**config.mk**
```make
export PLATFORM = sky130hd
export DESIGN_NAME = hashed_mac_filter
export DESIGN_NICKNAME = d
export VERILOG_FILES = /design/src/rtl/mhf_pkg.sv /design/src/rtl/mhf_crc_serial.sv /design/src/rtl/mhf_bin_table.sv /design/src/rtl/mhf_decide.sv /design/src/rtl/hashed_mac_filter.sv
export SDC_FILE = /design/constraint.sdc
export NUM_CORES = 1
export LEC_CHECK = 0
export ABC_AREA = 1
export BUFFER_PORTS_ARGS = -buffer_cell sky130_fd_sc_hd__buf_2
export CELL_PAD_IN_SITES_DETAIL_PLACEMENT = 0
export CELL_PAD_IN_SITES_GLOBAL_PLACEMENT = 1
export CORE_MARGIN = 2
export CORE_UTILIZATION = 27
export CTS_CLUSTER_SIZE = 20
export DETAILED_ROUTE_END_ITERATION = 10
export PLACE_DENSITY_LB_ADDON = 0.1
export SYNTH_ARGS = -nofsm -noshare
export SYNTH_HDL_FRONTEND = slang
export SYNTH_SLANG_ARGS = --single-unit
```
**constraint.sdc**
```tcl
create_clock -name clk -period 19.1 [get_ports clk]
set_input_delay 2.865 -clock clk [delete_from_list [all_inputs] [get_ports clk]]
set_output_delay 2.865 -clock clk [all_outputs]
set_load 0.01 [all_outputs]
```
**src/rtl/mhf_pkg.sv**
```systemverilog
package mhf_pkg;
  localparam int unsigned MAC_W    = 48;
  localparam int unsigned CRC_W    = 32;
  localparam logic [31:0] CRC_POLY = 32'h04C1_1DB7;

  typedef enum logic [1:0] {
    ST_IDLE   = 2'd0,
    ST_HASH   = 2'd1,
    ST_FINISH = 2'd2
  } fsm_t;

  typedef enum logic {
    OP_RECV = 1'b0,
    OP_LOAD = 1'b1
  } op_t;
endpackage

```
**src/rtl/mhf_crc_serial.sv**
```systemverilog
module mhf_crc_serial #(
  parameter int unsigned DATA_W = 48,
  parameter int unsigned CRC_W  = 32,
  parameter logic [CRC_W-1:0] POLY = 32'h04C1_1DB7
) (
  input  logic              clk,
  input  logic              rst_n,
  input  logic              load,
  input  logic [DATA_W-1:0] data_in,
  output logic [CRC_W-1:0]  crc_out,
  output logic              last_step
);
  localparam int unsigned CNT_W = $clog2(DATA_W);
  localparam logic [CNT_W-1:0] LAST_IDX = CNT_W'(DATA_W - 1);

  logic [DATA_W-1:0] sh_q, sh_d;
  logic [CRC_W-1:0]  crc_q, crc_d, crc_step;
  logic [CNT_W-1:0]  cnt_q, cnt_d;
  logic              run_q, run_d;
  logic              feedback;
  logic              en;

  assign feedback = crc_q[CRC_W-1] ^ sh_q[0];
  assign crc_step = {crc_q[CRC_W-2:0], 1'b0} ^ (feedback ? POLY : '0);
  assign en       = load | run_q;

  always_comb begin
    sh_d  = sh_q;
    crc_d = crc_q;
    cnt_d = cnt_q;
    run_d = run_q;
    if (load) begin
      sh_d  = data_in;
      crc_d = '1;
      cnt_d = '0;
      run_d = 1'b1;
    end else if (run_q) begin
      sh_d  = sh_q >> 1;
      crc_d = crc_step;
      cnt_d = cnt_q + 1'b1;
      if (cnt_q == LAST_IDX) run_d = 1'b0;
    end
  end

  always_ff @(posedge clk or negedge rst_n) begin
    if (!rst_n) begin
      sh_q  <= '0;
      crc_q <= '0;
      cnt_q <= '0;
      run_q <= 1'b0;
    end else if (en) begin
      sh_q  <= sh_d;
      crc_q <= crc_d;
      cnt_q <= cnt_d;
      run_q <= run_d;
    end
  end

  assign crc_out   = crc_q;
  assign last_step = run_q && (cnt_q == LAST_IDX);
endmodule

```
**src/rtl/mhf_bin_table.sv**
```systemverilog
module mhf_bin_table #(
  parameter int unsigned WORDS  = 4,
  parameter int unsigned WORD_W = 16
) (
  input  logic                      clk,
  input  logic                      rst_n,
  input  logic                      clr,
  input  logic                      set_en,
  input  logic [$clog2(WORDS)-1:0]  word_sel,
  input  logic [$clog2(WORD_W)-1:0] bit_sel,
  output logic                      hit
);
  logic [WORD_W-1:0] word_q [WORDS];
  logic [WORD_W-1:0] bit_mask;

  assign bit_mask = WORD_W'(1) << bit_sel;

  for (genvar w = 0; w < WORDS; w++) begin : g_word
    logic              wen;
    logic [WORD_W-1:0] word_d;

    always_comb begin
      wen    = clr | (set_en && (word_sel == w[$clog2(WORDS)-1:0]));
      word_d = clr ? '0 : (word_q[w] | bit_mask);
    end

    always_ff @(posedge clk or negedge rst_n) begin
      if (!rst_n)   word_q[w] <= '0;
      else if (wen) word_q[w] <= word_d;
    end
  end

  assign hit = word_q[word_sel][bit_sel];
endmodule

```
**src/rtl/mhf_decide.sv**
```systemverilog
module mhf_decide (
  input  logic clk,
  input  logic rst_n,
  input  logic start,
  input  logic track,
  input  logic rej_level,
  input  logic finish_rx,
  input  logic promisc,
  input  logic hit,
  output logic dec_valid,
  output logic dec_accept
);
  logic rej_q, rej_d, rej_en;
  logic valid_d, accept_d;

  always_comb begin
    rej_en   = start | track;
    rej_d    = start ? 1'b0 : (rej_q | rej_level);
    valid_d  = finish_rx;
    accept_d = finish_rx && !(rej_q || rej_level) && (promisc || hit);
  end

  always_ff @(posedge clk or negedge rst_n) begin
    if (!rst_n)      rej_q <= 1'b0;
    else if (rej_en) rej_q <= rej_d;
  end

  always_ff @(posedge clk or negedge rst_n) begin
    if (!rst_n) begin
      dec_valid  <= 1'b0;
      dec_accept <= 1'b0;
    end else begin
      dec_valid  <= valid_d;
      dec_accept <= accept_d;
    end
  end
endmodule

```
**src/rtl/hashed_mac_filter.sv**
```systemverilog
module hashed_mac_filter
  import mhf_pkg::*;
#(
  parameter int unsigned ADDR_W    = MAC_W,
  parameter int unsigned HASH_W    = CRC_W,
  parameter logic [HASH_W-1:0] POLY = CRC_POLY,
  parameter int unsigned TBL_WORDS = 4,
  parameter int unsigned WORD_W    = 16,
  parameter int unsigned IG_BIT    = 0
) (
  input  logic              clk,
  input  logic              rst_n,
  input  logic              cmd_valid,
  input  logic              cmd_clear,
  input  logic [ADDR_W-1:0] cmd_addr,
  input  logic              rx_valid,
  input  logic [ADDR_W-1:0] rx_addr,
  input  logic              promisc,
  input  logic              reject_in,
  input  logic              reject_invert,
  output logic              busy,
  output logic              dec_valid,
  output logic              dec_accept
);
  localparam int unsigned WSEL_W = $clog2(TBL_WORDS);
  localparam int unsigned BSEL_W = $clog2(WORD_W);
  localparam int unsigned N_TBL  = 2;

  // reset: asserted asynchronously, released through two flops
  logic rst_meta_q, rst_sync_q;
  always_ff @(posedge clk or negedge rst_n) begin
    if (!rst_n) begin
      rst_meta_q <= 1'b0;
      rst_sync_q <= 1'b0;
    end else begin
      rst_meta_q <= 1'b1;
      rst_sync_q <= rst_meta_q;
    end
  end

  fsm_t state_q, state_d;
  op_t  op_q, op_d;
  logic grp_q, grp_d;
  logic idle, start_rx, start_set, clr_tbl, load, ctl_en;
  logic [ADDR_W-1:0] load_addr;
  logic [HASH_W-1:0] crc;
  logic crc_last;
  logic fin_load, fin_rx;
  logic [WSEL_W-1:0] word_sel;
  logic [BSEL_W-1:0] bit_sel;
  logic [N_TBL-1:0]  hits;
  logic hit_sel;

  always_comb begin
    idle      = (state_q == ST_IDLE);
    start_rx  = idle && rx_valid;
    start_set = idle && !rx_valid && cmd_valid && !cmd_clear;
    clr_tbl   = idle && !rx_valid && cmd_valid && cmd_clear;
    load      = start_rx || start_set;
    load_addr = rx_valid ? rx_addr : cmd_addr;
    fin_load  = (state_q == ST_FINISH) && (op_q == OP_LOAD);
    fin_rx    = (state_q == ST_FINISH) && (op_q == OP_RECV);
    word_sel  = crc[HASH_W-1 -: WSEL_W];
    bit_sel   = crc[HASH_W-1-WSEL_W -: BSEL_W];
    ctl_en    = load;
  end

  // next-state process
  always_comb begin
    state_d = state_q;
    op_d    = op_q;
    grp_d   = grp_q;
    case (state_q)
      ST_IDLE: if (load) begin
        state_d = ST_HASH;
        op_d    = start_rx ? OP_RECV : OP_LOAD;
        grp_d   = load_addr[IG_BIT];
      end
      ST_HASH:   if (crc_last) state_d = ST_FINISH;
      ST_FINISH: state_d = ST_IDLE;
      default:   state_d = ST_IDLE;
    endcase
  end

  // register process
  always_ff @(posedge clk or negedge rst_sync_q) begin
    if (!rst_sync_q) state_q <= ST_IDLE;
    else             state_q <= state_d;
  end

  always_ff @(posedge clk or negedge rst_sync_q) begin
    if (!rst_sync_q) begin
      op_q  <= OP_RECV;
      grp_q <= 1'b0;
    end else if (ctl_en) begin
      op_q  <= op_d;
      grp_q <= grp_d;
    end
  end

  mhf_crc_serial #(.DATA_W(ADDR_W), .CRC_W(HASH_W), .POLY(POLY)) u_crc (
    .clk       (clk),
    .rst_n     (rst_sync_q),
    .load      (load),
    .data_in   (load_addr),
    .crc_out   (crc),
    .last_step (crc_last)
  );

  // table 0: individual addresses, table 1: group addresses
  for (genvar t = 0; t < N_TBL; t++) begin : g_tbl
    mhf_bin_table #(.WORDS(TBL_WORDS), .WORD_W(WORD_W)) u_tbl (
      .clk      (clk),
      .rst_n    (rst_sync_q),
      .clr      (clr_tbl),
      .set_en   (fin_load && (grp_q == t[0])),
      .word_sel (word_sel),
      .bit_sel  (bit_sel),
      .hit      (hits[t])
    );
  end

  assign hit_sel = hits[grp_q];

  mhf_decide u_dec (
    .clk        (clk),
    .rst_n      (rst_sync_q),
    .start      (start_rx),
    .track      (!idle),
    .rej_level  (reject_in ^ reject_invert),
    .finish_rx  (fin_rx),
    .promisc    (promisc),
    .hit        (hit_sel),
    .dec_valid  (dec_valid),
    .dec_accept (dec_accept)
  );

  assign busy = !idle;
endmodule

```
======== Yosys cells after proc, flatten, opt, wreduce, memory -nomap -nowiden ========
Cells that the tools add are included.
Widths: inputs -> output; s select.
operators by class
  add/subtract/negate cells ............... 1
  $lt $le $gt $ge ......................... 3
  equal/unequal tests ..................... 8
  shift-type cells ........................ 1
  muxes and demuxes ....................... 36
  bitwise logic cells ..................... 25
  reductions and logical operators ........ 33
operators with widths
  cell                  count
  $mux 16               12
  $mux 48               3
  $or 16x16->16         8
  $bmux 16 s2           2
  $mux 32               2
  $xor 32x32->32        1
  $mux 27               1
  $logic_and 1x1->1     20
  $shl 1x4->16 const A  1
  $mux 6                2
  $or 1x1->1            11
  $mux 1                9
  $bmux 1 s4            2
  $add 6x1->6 const B   1
  $eq 2x2->1 const B    3
  $eq 6x6->1 const B    1
  $reduce_and 2->1      3
  $lt 4x5->1 const B    1
  $eq 2x1->1 const B    2
  $logic_not 1->1       4
  $logic_not 2->1       2
  $mux 2                2
  $pmux 2 s2            1
  $ge 3x3->1 const B    1
  8 further kinds       12
word-level totals
  bits in registers ....................... 224
  input bits .............................. 104
  output and inout bits ................... 3
  word-level logic and storage cells ...... 127

======== Depth between registers and ports, before layout ========
Gate-level depths: netlist (run 1).
  depth after elaboration ................. 10
  mapped depth ............................ 17
  mapped depth without buffers ............ 15

======== Cells and area by module ========
From an unflattened synthesis (run 1), not the netlist that was laid out.
second synthesis, totals
  cell total of the unflattened synthesis .. 1,451
  area, all modules ....................... 11,116.9 µm²
by module, submodules not included
  module             times used  cells an instance  area each (µm²)  seq. area each (µm²)
  mhf_bin_table      2           417                3,120.5          1,601.5
  mhf_crc_serial     1           414                3,841.2          2,177.1
  hashed_mac_filter  1           193                929.6            150.1
  mhf_decide         1           10                 105.1            75.1

======== Least setup slack after synthesis (run 1) ========
OpenSTA, ideal clock, no wires.
  path type ............................... in2reg
  start ................................... input rx_valid
  end ..................................... register u_crc.sh_q[0]
  library setup time ...................... 0.137 ns
  arrival ................................. 3.699 ns
  data required time ...................... 18.963 ns
  path slack .............................. 15.264 ns
  cell stages on the path ................. 8
  path buffers ............................ 2
  cell sequence ........................... inv_2 > nand4_1 > nand2_2 > inv_2 > buf_2 > buf_2 > nand3_1 > o211ai_1
on the way
  longest elaborated chain between the ends .. 7
  elaborated cells between the ends (all ways) .. 11
  those cells by class .................... 2 x mux; 1 x bitwise; 8 x reduce/logical
RTL lines
  element                                                                  line                     source
  start: declaration                                                       hashed_mac_filter.sv:16  input logic rx_valid,
  $logic_not 1->1                                                          hashed_mac_filter.sv:57  start_set = idle && !rx_valid && cmd_valid && !cmd_clear;
  $logic_and 1x1->1 (3 in series)                                          hashed_mac_filter.sv:57
  $logic_or 1x1->1                                                         hashed_mac_filter.sv:59  load = start_rx || start_set;
  $reduce_bool 2->1 (no source line) / $or 1x1->1 (equally long branches)  -
  $reduce_and 2->1 (no source line)                                        -
  end signal: assignment                                                   mhf_crc_serial.sv:47     sh_q <= '0;
  end signal: assignment                                                   mhf_crc_serial.sv:52     sh_q <= sh_d;
  end: declaration                                                         mhf_crc_serial.sv:16     logic [DATA_W-1:0] sh_q, sh_d;
Several ways; a longest one is shown, not always the timed one.
A chain may end at the register's enable or synchronous reset.

======== Final worst setup path (run 1) ========
  start ................................... input rx_valid
  end ..................................... register u_crc.sh_q[14]
The elaborated chain is that of the path after synthesis.

==> flow_results.org, run 1 <==
** Pwr
- Power density over cell area :: 176 nW/um2
- Static leakage :: between 5 and 6 nW
- Overall power consumption after layout is estimated at between 0.002 and 0.0025 W.
- Highest ir drop seen on vdd :: 66.5 uV

** Clock tree
- The clock passes through at most 3 buffers.
- Clock-pin slew was measured on the worst setup and hold paths at 0.06 ns.
- CTS built an H-tree with a depth of 1.
- Post-CTS Repair Setup Buffers :: 0
- Hold-fix buffers, CTS :: 0
- After clock tree synthesis, the repair step resized 0 gates.
- Number of sinks on the clock net :: 224
- Cell chosen for the clock root :: sky130_fd_sc_hd__clkbuf_16
- The clock reaches the later pin of the worst-skew pair after roughly 0.57 ns.
- Inserted Clock Buffers :: 28
- TritonCTS built the clock tree.

** Timing
- Worst Hold Margin :: 0.309 ns
- Setup total negative slack on the finished layout was measured at 0 ns.
- Maximum clock frequency :: roughly 180 MHz
- Setup repair after global routing left no endpoint under its margin.
- Final setup violation count :: 0
- Dividing the final minimum period by the clock period gives 0.291.
- The number of slew-limit violations in the final report came to 0.
- Relative slew margins :: 0.266
- Min Clock Period, post-route :: between 5 and 6 ns
- Worst Skew :: 0.0300 ns
- Slew @ Worst Pin :: 1.10 ns
- The number of failing hold endpoints at the final stage is 0.

** Setup path
- STA puts the critical path data arrival time at 6.00 ns.
- The kind of cell with the highest combined delay along the critical path is buffers and inverters.
- On the critical path, the stage with the largest delay is an instance of sky130_fd_sc_hd__buf_4.
- CP bufs+invs :: 5
- STA classifies the critical path startpoint as an input port.
- Crit Path Class :: in2reg
- Chain of cells forming the critical path :: buf_2 -> buf_4 -> inv_2 -> nand4_1 -> nand2_2 -> inv_2 -> buf_4 -> nand3_1 -> o311ai_0
- Required @ worst endpoint :: 19.54 ns
- In this design, the stage delay of the slowest critical-path cell is approximately 0.7 ns.
- Along the worst path, the maximum fanout reaches 99.
- Kind of end point of the critical path :: flop

** Floorplan
- Width of the chip :: 205 um
- Number of I/O pins :: 107
- The floorplan step defined a die boundary enclosing 42,200 um2.
- Effective utilization at floorplan :: 0.274
- The initialized floorplan defines 73 standard-cell rows.
- From bottom edge to top edge, the die measures 205 um.
- The core region is 39,900 um2.

** Yosys
- Syn_area_per_cell :: 7.81 um2
- After synthesis the cells add up to around 11,000 um2.
- Synthesis produced a netlist with a net count of roughly 1,500.
- Share of synthesized area occupied by flip-flops and latches :: 0.512
- FFs w/ async S/R, synth :: 1.00
- In this run, synthesis produced a sequential element count of approximately 220.
- Number of synthesized flops with an enable pin :: 0
- Cell variety after synth :: 31
- Top flip-flop cell by instance count after synthesis :: sky130_fd_sc_hd__dfrtp_1
- Gate Count Post-Synth :: 1,402
- Number of synthesis warnings :: 0

** Outcome
- Status :: complete, no violations

** Placed design
- Placed cell count :: 1,965
- Routability-driven placement finished with a final weighted congestion of 0.733.
- Count of buffers inserted at the top-level ports :: 106
- Once detailed placement completed, the half-perimeter wirelength came to 22,200 um.

** Finish
- Net total in the final layout :: 1,575
- The filler cells instantiated in the layout total 4,309.
- Once layout is complete, the utilization of the core stands at 0.320.
- Antenna cells :: 0
- From synthesis to final layout, the design area changed by 16.8%.
- Leaving out fill and tap cells, the most frequent cell in the layout is sky130_fd_sc_hd__nand2_1.
- Of the cells placed in the final design, the portion with a size suffix greater than 1 is 0.149.
- After the flow finishes, the layout carries non-filler instances totaling around 2,000.
- Leaving out fill and tap cells, the most frequent cells in the layout are sky130_fd_sc_hd__nand2_1 (388), sky130_fd_sc_hd__dfrtp_1 (221), sky130_fd_sc_hd__nor2_1 (184).

** Global route
- Number of global-route vias before repair :: 9,478
- Maximum number of pins on one net before global-route repair :: 100
- Global routing usage summed across all routing layers :: 0.175
- After global routing, the most crowded layer is met1.
- In the global route stage, met1 resource usage came out at 0.278.
- Fraction of met2 tracks used by global routing :: 0.249
- For this run the aggregate overflow at the end of global routing stands at 0.
- In the global route stage, met3 resource usage came out at 0.0277.
- The first global-routing pass estimated 57,300 um of wire.
- The initial antenna violation count was 0.

** Worst hold path
- In this run the worst hold path is classified as reg2async.

** Drt
- Remaining number of nets flagged by the antenna check after routing :: 0
- Count of vias placed by the detailed router :: ~9,500
- The first detailed-routing pass ran for 5 iterations.
- The detailed router finished its first iteration with approximately 730 violations.
- Average wire length per cell after detail routing :: between 15 and 20 um
- For this run, design rule violations remaining after detail routing come to 0.
- Dividing the detail-routed via count by the number of cells gives 4.69.
- Total Wirelength :: between 30,000 and 40,000 um

** Job
- The tool flagged a number of max-cap violations equal to 0.
-- power by group --
| group | internal [W] | switching, W | total, W |
|---|---|---|---|
| registers | 0.000708 | 0.000125 | 0.000833 |
| logic | 0.000289 | 0.000588 | 0.000876 |
| clock network | 0.000323 | 0.000218 | 0.000541 |
-- area by class of cell --
type | instances | area (um2) | share of cell area
sequential | 224 | 5610 | 0.439
multi-input combinational | 967 | 4460 | 0.349
clock buffer | 41 | 821 | 0.0642
timing repair buffer | 124 | 666 | 0.0521
tap | 525 | 657 | 0.0514
inverter | 125 | 469 | 0.0367
clock inverter | 10 | 103 | 0.00802
-- sequential cells by signal, indices dropped and copies added (netlist names) --
register	flops
u_crc.cnt_q	6
rst_sync_q	1
u_dec.dec_valid	1
u_crc.run_q	1
u_dec.dec_accept	1
u_crc.sh_q	48
op_q	1
state_q	2
u_crc.crc_out	32
g_tbl.u_tbl.word_q	128
rst_meta_q	1
u_dec.rej_q	1
grp_q	1
-- Yosys cell counts, types with 2 or more instances --
library cell | n | area, um2
sky130_fd_sc_hd__o21ai_1 | 30 | 150
sky130_fd_sc_hd__buf_6 | 6 | 67.6
sky130_fd_sc_hd__o211ai_1 | 2 | 15.0
sky130_fd_sc_hd__clkbuf_1 | 31 | 116
sky130_fd_sc_hd__inv_1 | 111 | 417
sky130_fd_sc_hd__nand3_1 | 59 | 295
sky130_fd_sc_hd__buf_4 | 5 | 37.5
sky130_fd_sc_hd__o21ai_0 | 27 | 135
sky130_fd_sc_hd__a21oi_1 | 171 | 856
sky130_fd_sc_hd__nor2_4 | 4 | 45.0
sky130_fd_sc_hd__nand2_2 | 4 | 25.0
sky130_fd_sc_hd__nor3_1 | 5 | 25.0
sky130_fd_sc_hd__nor2_1 | 185 | 694
sky130_fd_sc_hd__nand2_1 | 388 | 1460
sky130_fd_sc_hd__buf_1 | 14 | 52.6
sky130_fd_sc_hd__nor2_2 | 11 | 68.8
sky130_fd_sc_hd__dfrtp_1 | 224 | 5610
sky130_fd_sc_hd__nor3_2 | 16 | 160
sky130_fd_sc_hd__buf_2 | 30 | 150
sky130_fd_sc_hd__o311ai_0 | 26 | 228
sky130_fd_sc_hd__inv_2 | 14 | 52.6
sky130_fd_sc_hd__a31oi_1 | 8 | 50.1
sky130_fd_sc_hd__o311ai_1 | 18 | 158
sky130_fd_sc_hd__nand4_1 | 6 | 37.5
-- worst register-to-register path: stages (launching register included) --
cell                      delay [ns]
sky130_fd_sc_hd__dfrtp_1        0.32
sky130_fd_sc_hd__buf_4          0.35
sky130_fd_sc_hd__inv_2          0.05
sky130_fd_sc_hd__buf_4          0.25
sky130_fd_sc_hd__nor2_2         0.80
sky130_fd_sc_hd__nand2_1        0.11
sky130_fd_sc_hd__nand2_1        0.10
sky130_fd_sc_hd__nor2_1         0.08
sky130_fd_sc_hd__nor2_1         0.13
sky130_fd_sc_hd__nor2_1         0.06
sky130_fd_sc_hd__nand2_1        0.06
sky130_fd_sc_hd__nand3_1        0.07
sky130_fd_sc_hd__nand2_1        0.16
sky130_fd_sc_hd__nand2_1        0.08
sky130_fd_sc_hd__nand3_1        0.09
sky130_fd_sc_hd__nand2_1        0.06
sky130_fd_sc_hd__inv_1          0.07
-- metrics by stage --
stage	worst slack (ns)	area [um2]
6_report	13.55	12800
4_1_cts	13.54	12800
5_1_grt	13.15	12800
2_1_floorplan	12.40	10900
3_5_place_dp	12.95	11900
3_3_place_gp	12.96	11900
-- cells by family after synthesis --
group,count (synthesis),share of synthesized area
xor gates and xnor gates,1,0.000800
buffers and inverters,211,0.0816
other,1,0.000342
DFF,224,0.512
and+or+nand+nor,681,0.258
adders and majority gates,1,0.00114
AOI/OAI and AO/OA,283,0.146
-- per-layer routing --
metal	vias to the layer above	routed length, um	part of all wire
met5	-	0	0
li1	4653	-	-
met3	38	1620	0.044
met2	193	15000	0.41
met1	4572	19200	0.53
met4	0	589	0.016
-- worst paths after layout --
path	from	endpoint	slack, ns	cells past startpoint
worst max-delay path	rx_valid	u_crc.sh_q[14]$_DFFE_PN0P_	13.55	9
worst min-delay path	rst_sync_q$_DFF_PN0_	g_tbl[0].u_tbl.word_q[55]$_DFFE_PN0P_	0.31	0
worst max register to register	u_crc.crc_out[31]$_DFFE_PN0P_	u_dec.dec_accept$_DFF_PN0_	16.20	16
worst min register to register	rst_sync_q$_DFF_PN0_	g_tbl[0].u_tbl.word_q[55]$_DFFE_PN0P_	0.31	0
max in group asynchronous	rst_sync_q$_DFF_PN0_	g_tbl[0].u_tbl.word_q[31]$_DFFE_PN0P_	16.65	2
min in group clk	rst_meta_q$_DFF_PN0_	rst_sync_q$_DFF_PN0_	0.36	0
Power figures use the tool's default switching activity.
==> run 2: changes to the inputs <==
==> constraint.sdc (replaced) <==
create_clock -name clk -period 5.1 [get_ports clk]
set_input_delay 0.765 -clock clk [delete_from_list [all_inputs] [get_ports clk]]
set_output_delay 0.765 -clock clk [all_outputs]
set_load 0.01 [all_outputs]
==> flow_results.org, run 2 (synthesis results as in run 1) <==
** Floorplan
- Number of I/O pins :: 107 (unchanged)
- Effective utilization at floorplan :: 0.274 (unchanged)
- Die span in y :: 205 um (unchanged)
- The number of placement rows is 73 (unchanged).
- DIE AREA :: 42,200 um2 (unchanged)
- The die width came to 205 um (unchanged).
- The area of the placeable core is 39,900 um2 (unchanged).

** Setup path
- The data arrival time of the critical path was 3.24 ns (-2.76 ns).
- Setup crit end :: g_tbl[0].u_tbl.word_q[24]$_DFFE_PN0P_
- The worst setup path is captured at a flop.
- In this run the critical register-to-register path is launched from u_crc.crc_out[30]$_DFFE_PN0P_.
- The critical path goes through inv_2 -> nand2_2 -> nor2_2 -> nand2_1 -> a21oi_1.
- The largest driver fanout on the critical path came to 25 (-75%).
- Required @ worst endpoint :: 5.58 ns (-13.96 ns)
- Critical Path Max Stage Delay :: 0.95 ns (+0.25 ns)
- The setup slack of the worst register-to-register path was 2.34 ns (-13.86 ns).
- The critical path is of the reg2reg type.
- The number of cells on the worst reg-to-reg path is 5 (-11).
- STA classifies the critical path startpoint as a flop.
- The critical path starts at u_crc.crc_out[30]$_DFFE_PN0P_.
- The endpoint identified for the worst register-to-register timing path is g_tbl[0].u_tbl.word_q[24]$_DFFE_PN0P_.
- CP max-delay cell :: sky130_fd_sc_hd__nor2_2

** Timing
- Worst Skew :: 0.0105 ns (-0.0195 ns)
- The worst hold slack across all endpoints came to 0.351 ns (+0.0422 ns).
- The slew of the pin with the lowest slew margin is 1.14 ns (+0.0414 ns).
- Portion of the clock cycle consumed by the worst path in the final layout :: 0.542
- Final count of pins violating max slew :: 0 (unchanged)
- Maximum clock frequency :: between 300 and 400 MHz
- Unrepaired setup endpoints after global routing :: no
- Relative slew margins :: 0.238 (-0.0276)
- Final setup violation count :: 0 (unchanged)
- The total negative slack for setup checks was 0 ns (unchanged).
- Subtracting the final worst setup slack from the clock period gives 2.76 ns.
- Endpoints failing hold :: 0 (unchanged)

** Pwr
- The maximum ir drop on the vdd rail is 261 uV (+290%).
- The power spent charging and discharging nets came to 0.00347 W (+270%).
- Part of the total power dissipated in sequential elements :: 0.376 (+0.006)
- The switching part of the total was 0.416 (+0.00217).
- Proportion of power drawn by combinational gates :: 0.392 (+0.003)
- Total Power Consumption :: 0.00835 W (+270%)
- The part of the total power dissipated in the clock network came to 0.231 (-0.009).
- Static leakage :: 5.97 nW (-0.15%)
- The power density relative to cell area was 652 nW/um2 (+270%).
- The internal power came to 0.00488 W (+270%).

** Clock tree
- Number of sinks on the clock net :: 224 (unchanged)
- The clock-pin slew on the worst setup and hold paths came to 0.06 ns (about the same).
- Post-CTS Repair Setup Buffers :: 0 (unchanged)
- Clock tree buffer depth :: 3 (unchanged)
- Source-to-sink clock delay at the later pin of the worst-skew pair :: 0.56 ns (about the same)
- Post-cts repair resize count :: 0 (unchanged)
- The number of clock buffers inserted by TritonCTS is 29 (+3.6%).
- H-tree depth :: 1 (unchanged)
- In this run the clock root is driven by a sky130_fd_sc_hd__clkbuf_16.
- TritonCTS built the clock tree.
- Hold-fix buffers, CTS :: 1 (+1)

** Global route
- Number of global-route vias before repair :: 9,583 (+1.1%)
- The largest net degree at the start of global routing is 104 (+4.0%).
- The overflow left after global routing is 0 (unchanged).
- The global routing usage summed across all routing layers was 0.177 (+0.00184).
- The wire length of the first global-routing pass was 58,200 um (+1.6%).
- The initial antenna violation count was 7 (+7).

** Drt
- The detailed-route wire length per cell is 18.0 um (about the same).
- Ratio of routed vias to standard cells :: 4.70 (+0.25%)
- Total Wirelength :: 36,400 um (+0.20%)
- The total via count in the routed design came to 9,508 (+0.55%).
- The number of design-rule violations left by the first detailed-router iteration came to 505 (-31%).
- Count of unresolved DRC violations after routing :: 0 (unchanged)
- Remaining number of nets flagged by the antenna check after routing :: 0 (unchanged)
- The first-pass iteration count of the detailed router was 5 (unchanged).

** Finish
- Reg with most FFs :: g_tbl.u_tbl.word_q
- Flip-flop count of the largest register after layout :: 128 (unchanged)
- Ratio of cells with drive above 1 in the final layout :: 0.146 (-0.00307)
- Leaving out fill and tap cells, the most frequent cell in the layout is sky130_fd_sc_hd__nand2_1.
- Relative to the synthesized area, the layout overhead comes to 17.0%.
- The post-layout net count was 1,579 (+0.25%).
- In the layout the commonest cells are sky130_fd_sc_hd__nand2_1 (388), sky130_fd_sc_hd__dfrtp_1 (221), sky130_fd_sc_hd__nor2_1 (184).

** Worst hold path
- Hold path cells :: 0
- In this run the worst hold path is classified as reg2reg.

** Job
- The max capacitance violation total was 0 (unchanged).

** Placed design
- Post-detailed-placement half-perimeter wirelength :: 22,800 um (+2.5%)
- Count of buffers inserted at the top-level ports :: 106 (unchanged)
- Last weighted congestion value of the routability-driven placer :: 0.760 (+3.7%)

** Outcome
- Status :: complete, no violations
[run 2: how the worst min path moves through the flow]
stage / endpoint / slack [ns] / start
2_1_floorplan: rst_sync_q$_DFF_PN0_ / 0.33 / rst_meta_q$_DFF_PN0_
3_3_place_gp: rst_sync_q$_DFF_PN0_ / 0.34 / rst_meta_q$_DFF_PN0_
3_5_place_dp: rst_sync_q$_DFF_PN0_ / 0.34 / rst_meta_q$_DFF_PN0_
4_1_cts: rst_sync_q$_DFF_PN0_ / 0.36 / rst_meta_q$_DFF_PN0_
5_1_grt: rst_sync_q$_DFF_PN0_ / 0.37 / rst_meta_q$_DFF_PN0_
6_report: rst_sync_q$_DFF_PN0_ / 0.35 / rst_meta_q$_DFF_PN0_
[run 2: final cells by class]
type / instances / area [um2]
Antenna cell: 2 / 5.00
Clock buffer: 49 / 861
Clock inverter: 3 / 17.5
Fill cell: 4329 / 27100
Inverter: 125 / 469
Multi-Input combinational cell: 967 / 4460
Sequential cell: 224 / 5610
Tap cell: 525 / 657
Timing Repair Buffer: 127 / 728
[run 2: layer usage]
metal,wire [um],vias up,global-route usage
li1,-,4675,-
met1,18800,4618,0.269
met2,15300,157,0.259
met3,1540,48,0.0336
met4,678,10,0.0375
met5,65,-,0.00119
[run 2: power by group through the flow]
stage,sequential (W),clock [W],combinational (W)
final,0.00314,0.00193,0.00328
after global routing,0.00327,0.00207,0.00381
after CTS,0.00314,0.00201,0.00334
after detailed placement,0.00316,0,0.00334
after global placement,0.00316,0,0.00330
after floorplan,0.00302,0,0.00252
[run 2: critical path, delay by kind of cell (launching register included)]
kind                   cells  cell delay [ns]
buffers and inverters      1             0.50
flip-flops                 1             0.64
AO/OA/AOI/OAI              1             0.17
AND/OR/NAND/NOR            3             1.35
[run 2: stage by stage]
step,setup WS [ns],util,std cells,area (um2)
final,2.34,0.321,2022,12800
after CTS,2.31,0.321,2020,12800
after global routing,2.13,0.321,2021,12800
after global placement,1.98,0.298,1967,11900
after floorplan,1.42,-,1402,11000
after detailed placement,1.99,0.298,1967,11900
==> run 3: changes to the inputs <==
==> constraint.sdc (replaced) <==
create_clock -name clk -period 2.36 [get_ports clk]
set_input_delay 0.354 -clock clk [delete_from_list [all_inputs] [get_ports clk]]
set_output_delay 0.354 -clock clk [all_outputs]
set_load 0.01 [all_outputs]
==> flow_results.org, run 3 (synthesis results as in run 1) <==
** Outcome
- The run finished with clean final reports.

** Setup path
- Grouping stages by cell kind, the critical path spends the most delay in simple AND/OR/NAND/NOR gates.
- Kind of end point of the critical path :: flop
- Critical Path Max Stage Delay :: 0.45 ns (-0.50 ns)
- The data arrival time of the critical path came to 2.49 ns (-0.75 ns).
- The startpoint identified for the worst register-to-register timing path is u_crc.crc_out[31]$_DFFE_PN0P_.
- The cell that appears most often on the critical path is sky130_fd_sc_hd__nand2_1.
- On the critical path, the stage with the largest delay is an instance of sky130_fd_sc_hd__dfrtp_1.
- The setup path with the least slack is of type reg2reg.
- The largest driver fanout on the critical path is 16 (-36%).
- Chain of cells forming the critical path :: buf_4 -> nand2_2 -> buf_4 -> nor2_1 -> nor2_1 -> nand2_1 -> nand2_1 -> nand2_1 -> nor2_1 -> nand2_1 -> nand2_1 -> nand2_1 -> nand3_1 -> nand3_1 -> nand2_1 -> inv_1
- CP bufs+invs :: 3 (+2)
- Register-to-register path setup slack :: 0.34 ns (-2.00 ns)
- The worst setup path is launched from a flop.
- The worst register-to-register path ends at u_dec.dec_accept$_DFF_PN0_.
- Cell depth of the worst flop-to-flop path :: 16 (+11)
- The worst path required time came to 2.83 ns (-2.75 ns).

** Placed design
- Placed cell count :: 2,009 (+2.1%)
- Count of buffers inserted at the top-level ports :: 106 (unchanged)
- Post-detailed-placement half-perimeter wirelength :: 24,900 um (+9.2%)
- The standard cell area after detailed placement is 12,300 um2 (+3.6%).
- The final estimated routing congestion in global placement is 0.802 (+5.6%).

** Timing
- Maximum clock frequency :: 495 MHz (+37%)
- The number of slew-limit violations in the final report was 0 (unchanged).
- Endpoints failing hold :: 0 (unchanged)
- Final setup violation count :: 0 (unchanged)
- Relative slew margins :: 0.477 (+0.239)
- Worst Hold Margin :: 0.0798 ns (-0.272 ns)
- Worst Skew :: 0.0188 ns (+0.00835 ns)
- Min Clock Period, post-route :: 2.02 ns (-0.743 ns)
- The slew of the pin with the lowest slew margin is 0.780 ns (-0.361 ns).
- The total negative slack for setup checks came to 0 ns (unchanged).
- Portion of the clock cycle consumed by the worst path in the final layout :: 0.856 (+0.314)
- Unrepaired setup endpoints after global routing :: no

** Pwr
- Highest ir drop seen on vdd :: 547 uV (+110%)
- The static leakage came to 6.27 nW (+5.1%).
- The power density relative to cell area is 1400 nW/um2 (+120%).

** Global route
- GRT busiest layer :: met2
- The met3 track utilization from global routing was 0.0277 (-0.00586).
- Wire length of the first global-routing pass :: 59,100 um (+1.5%)
- The global routing usage summed across all routing layers came to 0.182 (+0.00423).
- The global-route track usage on met1 was 0.268 (-0.00161).
- The via count of the first global-routing pass came to 9,952 (+3.9%).
- The overflow left after global routing was 0 (unchanged).
- Initial antenna violation count :: 2 (-5)
- The largest net degree at the start of global routing came to 100 (-3.8%).
- The met2 demand-to-capacity share in global routing is 0.283 (+0.0238).

** Floorplan
- Width of the chip :: 205 um (unchanged)
- Effective utilization at floorplan :: 0.274 (unchanged)
- Standard-cell row count :: 73 (unchanged)
- Die span in y :: 205 um (unchanged)
- DIE AREA :: 42,200 um2 (unchanged)
- The I/O pin count is 107 (unchanged).
- The area of the placeable core was 39,900 um2 (unchanged).

** Finish
- Final std cells w/o fill :: 2,064 (+2.1%)
- The multi-input logic area is 4460 um2 (unchanged).
- Design Area, Final :: 13,300 um2 (+4.0%)
- Flip-flop count of the largest register after layout :: 128 (unchanged)
- Antenna cells :: 0 (-2)
- Flip-flop and latch area :: 5610 um2 (unchanged)
- The library cell used most frequently in the layout, excluding fill and tap cells, is sky130_fd_sc_hd__nand2_1.
- The post-layout net count was 1,621 (+2.7%).
- The fraction of layout cells with a size suffix above 1 came to 0.175 (+0.0296).
- Reg with most FFs :: g_tbl.u_tbl.word_q
- Relative to the synthesized area, the layout overhead comes to 21.7%.
- The top cell types in the final layout, fill and taps aside, are sky130_fd_sc_hd__nand2_1 (388), sky130_fd_sc_hd__dfrtp_1 (221), sky130_fd_sc_hd__nor2_1 (184).
- Filler cell count :: 4,285 (-1.0%)

** Drt
- Ratio of routed vias to standard cells :: 4.67 (-0.77%)
- Total Wirelength :: 37,300 um (+2.4%)
- Count of unresolved DRC violations after routing :: 0 (unchanged)
- The first-pass iteration count of the detailed router came to 5 (unchanged).
- The number of nets with antenna violations after detailed routing came to 0 (unchanged).
- First-iteration detailed-routing DRC count :: 620 (+23%)
- The detailed-route wire length per cell came to 18.1 um (+0.32%).
- Count of vias placed by the detailed router :: 9,631 (+1.3%)

** Worst hold path
- Kind of path behind the tightest hold check :: in2reg
- Min-Delay Endpoint :: u_crc.sh_q[47]$_DFFE_PN0P_
- The count of cells along the worst hold path was 3 (+3).
- The startpoint identified for the worst hold timing path is cmd_addr[47].

** Clock tree
- Cell chosen for the clock root :: sky130_fd_sc_hd__clkbuf_16
- Register clock-pin slew on the reported worst setup and hold paths :: 0.06 ns (about the same)
- Number of sinks on the clock net :: 224 (unchanged)
- Clock tree buffer depth :: 3 (unchanged)
- H-tree depth :: 1 (unchanged)
- Inserted Clock Buffers :: 29 (unchanged)
- TritonCTS clock tree :: done
- Source-to-sink clock delay at the later pin of the worst-skew pair :: 0.57 ns (about the same)

** Job
- Max cap viols :: 0 (unchanged)
run 3: worst max path at each step:
stage                                              from                                    to  slack, ns  cells past startpoint
final                     u_crc.crc_out[31]$_DFFE_PN0P_            u_dec.dec_accept$_DFF_PN0_       0.34                     16
after global routing      u_crc.crc_out[30]$_DFFE_PN0P_            u_dec.dec_accept$_DFF_PN0_       0.09                     15
after CTS                 u_crc.crc_out[30]$_DFFE_PN0P_            u_dec.dec_accept$_DFF_PN0_       0.30                     14
after global placement    u_crc.crc_out[30]$_DFFE_PN0P_            u_dec.dec_accept$_DFF_PN0_       0.32                     14
after detailed placement  u_crc.crc_out[30]$_DFFE_PN0P_            u_dec.dec_accept$_DFF_PN0_       0.29                     14
after floorplan                    rst_sync_q$_DFF_PN0_  g_tbl[0].u_tbl.word_q[0]$_DFFE_PN0P_       0.09                      0
run 3: area by class of cell:
class                   count  share of cell area
multi-input cells         967               0.335
clock inverters            12             0.00930
repair buffers            169              0.0868
well taps                 525              0.0493
flip-flops and latches    224               0.421
clock buffers              42              0.0634
inverters                 125              0.0352
run 3: worst min-delay path, cell delays in order:
cell                      delay (ns)
sky130_fd_sc_hd__buf_2          0.10
sky130_fd_sc_hd__nor2_1         0.08
sky130_fd_sc_hd__o31ai_1        0.08
run 3: metrics by stage:
stage	utilization	power, W	worst slack [ns]
final	0.334	0.0187	0.340
after global routing	0.334	0.0204	0.0877
after CTS	0.334	0.0190	0.302
after detailed placement	0.309	0.0144	0.291
after global placement	0.309	0.0144	0.316
after floorplan	-	0.0120	0.0922
run 3: repair_timing:
action | 4_1_cts | 5_1_grt
endpoints found under the hold margin | 2 | 0
buffers inserted | 0 | 0
hold buffers | 1 | 0
resized for setup | 0 | 0
run 3: report_power, final:
group	switching, W	total [W]	internal [W]
Combinational	0.00479	0.00744	0.00265
Sequential	0.00106	0.00679	0.00573
Clock	0.00178	0.00448	0.00269
run 3: routing by layer:
layer  part of all wire  wire (um)  vias up
li1                   -          -     4746
met1               0.50      18700     4685
met2               0.45      16800      156
met3              0.034       1280       40
met4              0.015        575        4
met5            0.00059         22        -
